## src/rtl/shadow_bank_pkg.sv

```systemverilog
package shadow_bank_pkg;
  localparam int FIELD_AW = 3;

  typedef enum logic [FIELD_AW-1:0] {
    FLD_START = 3'd0,
    FLD_END   = 3'd1,
    FLD_OFFS  = 3'd2,
    FLD_PGW   = 3'd3,
    FLD_CTRL  = 3'd4,
    FLD_PROT  = 3'd5
  } field_e;
endpackage

```

## src/rtl/shadow_win.sv

```systemverilog
module shadow_win
  import shadow_bank_pkg::*;
#(
  parameter int DW = 32,
  parameter int AW = 32,
  parameter int OW = 13
) (
  input  logic                clk,
  input  logic                rst,
  input  logic                wr_en_i,
  input  logic [FIELD_AW-1:0] wr_field_i,
  input  logic [DW-1:0]       wr_data_i,
  input  logic                vsync_i,
  output logic [AW-1:0]       pend_start_o,
  output logic [AW-1:0]       pend_end_o,
  output logic [OW-1:0]       pend_offs_o,
  output logic [OW-1:0]       pend_pgw_o,
  output logic [1:0]          pend_ctrl_o,
  output logic                prot_o,
  output logic [AW-1:0]       act_start_o,
  output logic [AW-1:0]       act_end_o,
  output logic [OW-1:0]       act_offs_o,
  output logic [OW-1:0]       act_pgw_o,
  output logic [1:0]          act_ctrl_o,
  output logic                done_o
);
  logic take;
  assign take = vsync_i && !prot_o;

  always_ff @(posedge clk) begin
    if (rst) begin
      pend_start_o <= '0;
      pend_end_o   <= '0;
      pend_offs_o  <= '0;
      pend_pgw_o   <= '0;
      pend_ctrl_o  <= '0;
      prot_o       <= 1'b0;
      act_start_o  <= '0;
      act_end_o    <= '0;
      act_offs_o   <= '0;
      act_pgw_o    <= '0;
      act_ctrl_o   <= '0;
      done_o       <= 1'b0;
    end else begin
      if (wr_en_i) begin
        case (wr_field_i)
          FLD_START: pend_start_o <= wr_data_i[AW-1:0];
          FLD_END:   pend_end_o   <= wr_data_i[AW-1:0];
          FLD_OFFS:  pend_offs_o  <= wr_data_i[OW-1:0];
          FLD_PGW:   pend_pgw_o   <= wr_data_i[OW-1:0];
          FLD_CTRL:  pend_ctrl_o  <= wr_data_i[1:0];
          FLD_PROT:  prot_o       <= wr_data_i[0];
          default: ;
        endcase
      end
      done_o <= take;
      if (take) begin
        act_start_o <= pend_start_o;
        act_end_o   <= pend_end_o;
        act_offs_o  <= pend_offs_o;
        act_pgw_o   <= pend_pgw_o;
        act_ctrl_o  <= pend_ctrl_o;
      end
    end
  end

  // Active copy frozen between frame boundaries
  assert_hold_R3: assert property (@(posedge clk) disable iff (rst)
    !vsync_i |=> ($stable(act_start_o) && $stable(act_end_o) && $stable(act_offs_o)
                  && $stable(act_pgw_o) && $stable(act_ctrl_o)));

  // Unprotected boundary copies pending and pulses done
  assert_copy_R4: assert property (@(posedge clk) disable iff (rst)
    (vsync_i && !prot_o) |=> (done_o && act_start_o == $past(pend_start_o)
                              && act_ctrl_o == $past(pend_ctrl_o)
                              && act_pgw_o == $past(pend_pgw_o)));

  // Protected boundary leaves active alone
  assert_protect_R5: assert property (@(posedge clk) disable iff (rst)
    (vsync_i && prot_o) |=> (!done_o && $stable(act_start_o) && $stable(act_ctrl_o)));

  // Channel enable only drops at a boundary
  assert_chan_drop_R7: assert property (@(posedge clk) disable iff (rst)
    $fell(act_ctrl_o[1]) |-> $past(vsync_i));
endmodule

```

## src/rtl/shadow_readback.sv

```systemverilog
module shadow_readback
  import shadow_bank_pkg::*;
#(
  parameter int NUM_WIN = 5,
  parameter int DW      = 32,
  parameter int AW      = 32,
  parameter int OW      = 13,
  parameter int WA      = 3
) (
  input  logic                  clk,
  input  logic                  rst,
  input  logic [WA+FIELD_AW-1:0] rd_addr_i,
  input  logic                  rd_active_i,
  input  logic [NUM_WIN*AW-1:0] pend_start_i,
  input  logic [NUM_WIN*AW-1:0] pend_end_i,
  input  logic [NUM_WIN*OW-1:0] pend_offs_i,
  input  logic [NUM_WIN*OW-1:0] pend_pgw_i,
  input  logic [NUM_WIN*2-1:0]  pend_ctrl_i,
  input  logic [NUM_WIN-1:0]    prot_i,
  input  logic [NUM_WIN*AW-1:0] act_start_i,
  input  logic [NUM_WIN*AW-1:0] act_end_i,
  input  logic [NUM_WIN*OW-1:0] act_offs_i,
  input  logic [NUM_WIN*OW-1:0] act_pgw_i,
  input  logic [NUM_WIN*2-1:0]  act_ctrl_i,
  output logic [DW-1:0]         rd_data_o
);
  logic [WA-1:0]       win;
  logic [FIELD_AW-1:0] fld;
  logic [DW-1:0]       nxt;

  assign win = rd_addr_i[FIELD_AW +: WA];
  assign fld = rd_addr_i[FIELD_AW-1:0];

  always_comb begin
    nxt = '0;
    for (int w = 0; w < NUM_WIN; w++) begin
      if (win == WA'(w)) begin
        case (fld)
          FLD_START: nxt = rd_active_i ? DW'(act_start_i[w*AW +: AW]) : DW'(pend_start_i[w*AW +: AW]);
          FLD_END:   nxt = rd_active_i ? DW'(act_end_i[w*AW +: AW])   : DW'(pend_end_i[w*AW +: AW]);
          FLD_OFFS:  nxt = rd_active_i ? DW'(act_offs_i[w*OW +: OW])  : DW'(pend_offs_i[w*OW +: OW]);
          FLD_PGW:   nxt = rd_active_i ? DW'(act_pgw_i[w*OW +: OW])   : DW'(pend_pgw_i[w*OW +: OW]);
          FLD_CTRL:  nxt = rd_active_i ? DW'(act_ctrl_i[w*2 +: 2])    : DW'(pend_ctrl_i[w*2 +: 2]);
          FLD_PROT:  nxt = DW'(prot_i[w]);
          default:   nxt = '0;
        endcase
      end
    end
  end

  always_ff @(posedge clk) begin
    if (rst) rd_data_o <= '0;
    else     rd_data_o <= nxt;
  end
endmodule

```

## src/rtl/shadow_bank.sv

```systemverilog
module shadow_bank
  import shadow_bank_pkg::*;
#(
  parameter int NUM_WIN = 5,
  parameter int DW      = 32,
  parameter int AW      = 32,
  parameter int OW      = 13
) (
  input  logic                  clk,
  input  logic                  rst,
  input  logic                  wr_en,
  input  logic [5:0]            wr_addr,
  input  logic [DW-1:0]         wr_data,
  input  logic [5:0]            rd_addr,
  input  logic                  rd_active,
  output logic [DW-1:0]         rd_data,
  input  logic                  vsync,
  output logic [NUM_WIN*AW-1:0] act_start,
  output logic [NUM_WIN*AW-1:0] act_end,
  output logic [NUM_WIN*OW-1:0] act_offs,
  output logic [NUM_WIN*OW-1:0] act_pgw,
  output logic [NUM_WIN-1:0]    act_win_en,
  output logic [NUM_WIN-1:0]    act_chan_en,
  output logic [NUM_WIN-1:0]    xfer_done
);
  localparam int WA = 3;

  logic [WA-1:0]         wr_win;
  logic [FIELD_AW-1:0]   wr_fld;
  logic [NUM_WIN*AW-1:0] pend_start, pend_end;
  logic [NUM_WIN*OW-1:0] pend_offs, pend_pgw;
  logic [NUM_WIN*2-1:0]  pend_ctrl, act_ctrl;
  logic [NUM_WIN-1:0]    prot;

  assign wr_win = wr_addr[FIELD_AW +: WA];
  assign wr_fld = wr_addr[FIELD_AW-1:0];

  for (genvar w = 0; w < NUM_WIN; w++) begin : g_win
    shadow_win #(.DW(DW), .AW(AW), .OW(OW)) u_win (
      .clk          (clk),
      .rst          (rst),
      .wr_en_i      (wr_en && (wr_win == WA'(w))),
      .wr_field_i   (wr_fld),
      .wr_data_i    (wr_data),
      .vsync_i      (vsync),
      .pend_start_o (pend_start[w*AW +: AW]),
      .pend_end_o   (pend_end[w*AW +: AW]),
      .pend_offs_o  (pend_offs[w*OW +: OW]),
      .pend_pgw_o   (pend_pgw[w*OW +: OW]),
      .pend_ctrl_o  (pend_ctrl[w*2 +: 2]),
      .prot_o       (prot[w]),
      .act_start_o  (act_start[w*AW +: AW]),
      .act_end_o    (act_end[w*AW +: AW]),
      .act_offs_o   (act_offs[w*OW +: OW]),
      .act_pgw_o    (act_pgw[w*OW +: OW]),
      .act_ctrl_o   (act_ctrl[w*2 +: 2]),
      .done_o       (xfer_done[w])
    );
    assign act_win_en[w]  = act_ctrl[w*2];
    assign act_chan_en[w] = act_ctrl[w*2+1];
  end

  shadow_readback #(.NUM_WIN(NUM_WIN), .DW(DW), .AW(AW), .OW(OW), .WA(WA)) u_rb (
    .clk          (clk),
    .rst          (rst),
    .rd_addr_i    (rd_addr),
    .rd_active_i  (rd_active),
    .pend_start_i (pend_start),
    .pend_end_i   (pend_end),
    .pend_offs_i  (pend_offs),
    .pend_pgw_i   (pend_pgw),
    .pend_ctrl_i  (pend_ctrl),
    .prot_i       (prot),
    .act_start_i  (act_start),
    .act_end_i    (act_end),
    .act_offs_i   (act_offs),
    .act_pgw_i    (act_pgw),
    .act_ctrl_i   (act_ctrl),
    .rd_data_o    (rd_data)
  );

  // No transfer pulse without a frame boundary
  assert_done_needs_vsync_R4: assert property (@(posedge clk) disable iff (rst)
    (xfer_done != '0) |-> $past(vsync));

  // Reset leaves nothing pending on the outputs
  assert_reset_clean_R1: assert property (@(posedge clk)
    $past(rst) |-> (xfer_done == '0 && act_chan_en == '0));
endmodule

```

## config.mk

```make
export PLATFORM = sky130hd
export DESIGN_NAME = shadow_bank
export DESIGN_NICKNAME = d
export VERILOG_FILES = /design/src/rtl/shadow_bank_pkg.sv /design/src/rtl/shadow_win.sv /design/src/rtl/shadow_readback.sv /design/src/rtl/shadow_bank.sv
export SDC_FILE = /design/constraint.sdc
export NUM_CORES = 2
export LEC_CHECK = 0
export BUFFER_PORTS_ARGS = -buffer_cell sky130_fd_sc_hd__buf_2
export CORE_ASPECT_RATIO = 1.4
export CORE_MARGIN = 2
export CORE_UTILIZATION = 62
export DETAILED_ROUTE_END_ITERATION = 10
export PLACE_DENSITY = 0.88
export SYNTH_ARGS = -nofsm -noshare
export SYNTH_HDL_FRONTEND = slang
export SYNTH_SLANG_ARGS = --single-unit
```

## constraint.sdc

```tcl
create_clock -name clk -period 3.99 [get_ports clk]
set_input_delay 0.5985 -clock clk [delete_from_list [all_inputs] [get_ports clk]]
set_output_delay 0.5985 -clock clk [all_outputs]
set_load 0.1 [all_outputs]
```

==> results.md <==
- Met1 Track Usage GR: 0.519
- Wirelength, routed: 167000 um
- Fin crit period: 3.07 ns
- Die Span Y: 309 um
- Placed Area: 43900 um^2
- GR Util All Layers: 0.467
- Fin worst setup slack: 0.917 ns
- Min-Delay Path Class: primary input to flip-flop
- Setup tns final: 0 ns
- FMAX: 325 MHz
- Clock slew at reported path FFs: 0.07 ns
- Hold buffer count at cts: 0
- Clock root buffer: clkbuf_16
- Placer Congestion: 1.04
- Die extent in x: 222 um
- Synthesized area: 41200 um^2
- GRT overflow: 0
- Vias: 41.7k
- Area Growth Syn to Fin: 13.8%
- Fin nets: 5542
- Post-CTS resize count: 0
- Tightest Pin Transition: 1.37 ns
- Placed cell count: 6249
- Top cells by count, synth: 1859 x nand2_1, 973 x a21oi_1, 962 x dfxtp_1, 368 x mux2i_1, 340 x clkbuf_1
- Syn Area/Cell: 7.88 um^2
- Worst hold slack: 0.316 ns
- DRT antenna net count: 0
- Crit path required time: 4.51 ns
- Final setup violation count: 0
- Clk_lat worst skew: 0.68 ns
- VDD IR max: 0.404 mV
- Cell Rows: 111
- Count of pins over their slew limit: 0
- Worst hold start: wr_data[14]
- Core ar.: 65700 um^2
- Syn Nets: 5277
- Status: complete, no violations
- Max-cap violations: 0
- Reg2reg end: u_rb.rd_data_o[1]
- R2R setup slack: 1.47 ns
- CP Max Fanout: 63
- Startpoint types: primary input
- Number of global-route vias before repair: 38.3k
- CTS tree: yes
- Synth cell types: 68
- DR DRC count: 0
- Non-Filler Instances: 6405
- Area share of the largest cell type after synthesis: 0.467
- Final instance area: 46900 um^2
- Number of synthesized flops with an enable pin: 0
- DR WL/cell: 26.1 um
- TritonCTS buffer count: 89
- CP Class: primary input to flip-flop
- Synth area leaders: dfxtp_1 47%, nand2_1 17%, a21oi_1 12%
- Vias/cell: 6.51
- Port bufs: 545
- Async SR Flop Fraction: 0
- Flops & latches, synth: 962
- Global-route wire length before repair: 241000 um
- RSZ-0062 raised after global routing: false
- Clock skew: 0.0294 ns
- Hold path cells: 3
- Place WS: 0.740 ns
- CP endpoint kind: flip-flop
- Reg2Reg Depth: 4
- Worst Path Arrival: 3.60 ns
- Cells after Synth: 5228
- Fin crit share: 0.770
- Post-CTS Setup Bufs: 0
- Synth Flop Type: dfxtp_1
- Die area: 68600 um^2
- Most common cell in the netlist: nand2_1
- Leak: 17.4 nW
- Fillers: 5128
- Hold Path End: g_win[4].u_win.pend_end_o[14]
- GR peak layer: met2
- CTS H-tree lvls: 3
- DR iter-0 viols: 6586
- Clk sinks: 962
- Pin count of the biggest net entering global routing: 202
- PwrDens: 424 nW/um^2
- Worst R2R Start: g_win[1].u_win.act_end_o[1]
- Max Buffers Root-to-Sink: 3
- Sequential fraction of the synthesis area: 0.467
- Met2 Use GR: 0.732
- Starting density of the core: 0.627
- Post-synth top area cell: dfxtp_1
- Share of cells above drive strength 1: 0.158
- Hold Vio Cnt, Final: 0
- Met3 Use GR: 0.125
- Slew HR: 0.0652
- Post-DP HPWL: 111000 um
- Yosys Warn Count: 0
- Initial antenna violation count: 6
- I/O Pins: 546
- First-pass DRT Iterations: 10
==> flip-flops by register name, indices dropped and copies added, names as in the netlist, 10 cells and up <==
name	cells
g_win.u_win.act_ctrl_o	10
g_win.u_win.pend_offs_o	65
g_win.u_win.act_pgw_o	65
g_win.u_win.pend_start_o	160
g_win.u_win.pend_end_o	160
g_win.u_win.act_offs_o	65
g_win.u_win.act_start_o	160
g_win.u_win.pend_ctrl_o	10
u_rb.rd_data_o	32
g_win.u_win.pend_pgw_o	65
g_win.u_win.act_end_o	160
==> power breakdown <==
part / switching [W] / internal [W] / leakage [nW] / total, W
logic: 0.00113 / 0.000289 / 8.22 / 0.00142
clock network: 0.00386 / 0.00492 / 1.45 / 0.00878
registers: 0.0000462 / 0.00964 / 7.75 / 0.00969
total: 0.00504 / 0.0148 / 17.4 / 0.0199
==> routing by layer <==
metal	vias to the layer above	routed length, um	share of wire
li1	18100	-	-
met1	19200	53800	0.32
met2	3331	73500	0.44
met3	973	20800	0.12
met4	4	19000	0.11
met5	-	26	0.00016
==> final cells by class <==
cell class / instances / area, um^2 / area share
antenna: 1 / 2.50 / 0.0000534
clock buffer: 122 / 2580 / 0.0551
clock inverter: 33 / 349 / 0.00745
inverter: 3 / 11.3 / 0.000240
multi-input combinational: 3788 / 19800 / 0.423
sequential: 962 / 19300 / 0.411
tap: 847 / 1060 / 0.0226
timing repair buffer: 649 / 3800 / 0.0811
==> metrics by stage <==
| step | power [W] | utilization |
|---|---|---|
| after CTS | 0.0198 | 0.714 |
| after global routing | 0.0202 | 0.714 |
| final | 0.0199 | 0.714 |
| after floorplan | 0.0108 | - |
| after detailed placement | 0.0112 | 0.669 |
| after global placement | 0.0112 | 0.669 |
==> worst max path at each step <==
stage	start	end	slack [ns]	depth (start not counted)
3_5_place_dp	rd_active	u_rb.rd_data_o[1]	0.74	8
4_1_cts	rd_active	u_rb.rd_data_o[1]	1.43	8
3_3_place_gp	rd_active	u_rb.rd_data_o[1]	0.78	8
6_report	rd_active	u_rb.rd_data_o[1]	0.92	8
2_1_floorplan	rd_active	u_rb.rd_data_o[0]	1.85	9
5_1_grt	rd_active	u_rb.rd_data_o[1]	1.01	8
==> critical path, cell delays in order <==
cell	delay [ns]
buf_8	0.51
buf_4	0.39
buf_4	0.20
mux2i_1	0.21
o22ai_1	0.09
a2111oi_0	1.14
or3_1	0.29
o41ai_2	0.08
==> layout by cell type (no fill, tap or decap), types with 6 or more instances in the layout <==
cell / netlist / final
clkbuf_1: 340 / 12
bufinv_16: 0 / 6
nor2_2: 2 / 12
a31oi_1: 6 / 6
o21ai_1: 15 / 15
o221ai_1: 7 / 7
mux2_2: 11 / 11
nor2_1: 93 / 83
nand2_1: 1859 / 1854
o211ai_1: 23 / 23
buf_2: 58 / 543
mux2i_1: 368 / 368
dfxtp_1: 962 / 962
buf_4: 40 / 82
a21oi_1: 973 / 973
a221oi_1: 13 / 13
o31ai_1: 8 / 8
clkinv_2: 0 / 17
o21ai_0: 53 / 53
a22oi_1: 14 / 14
clkbuf_8: 0 / 19
nor3_1: 21 / 21
o22ai_1: 155 / 155
buf_12: 0 / 22
nand3_1: 29 / 29
mux4_2: 32 / 32
clkbuf_16: 0 / 91
a211oi_1: 14 / 14
==> cells by family after synthesis <==
| logic type | count (synthesis) | synth area share |
|---|---|---|
| AND/OR/NAND/NOR | 2064 | 0.195 |
| AO/OA/AOI/OAI | 1312 | 0.173 |
| buffers and inverters | 478 | 0.0545 |
| flip-flops | 962 | 0.467 |
| multiplexers | 412 | 0.110 |
Note: power is estimated with default switching activity, not from simulation.
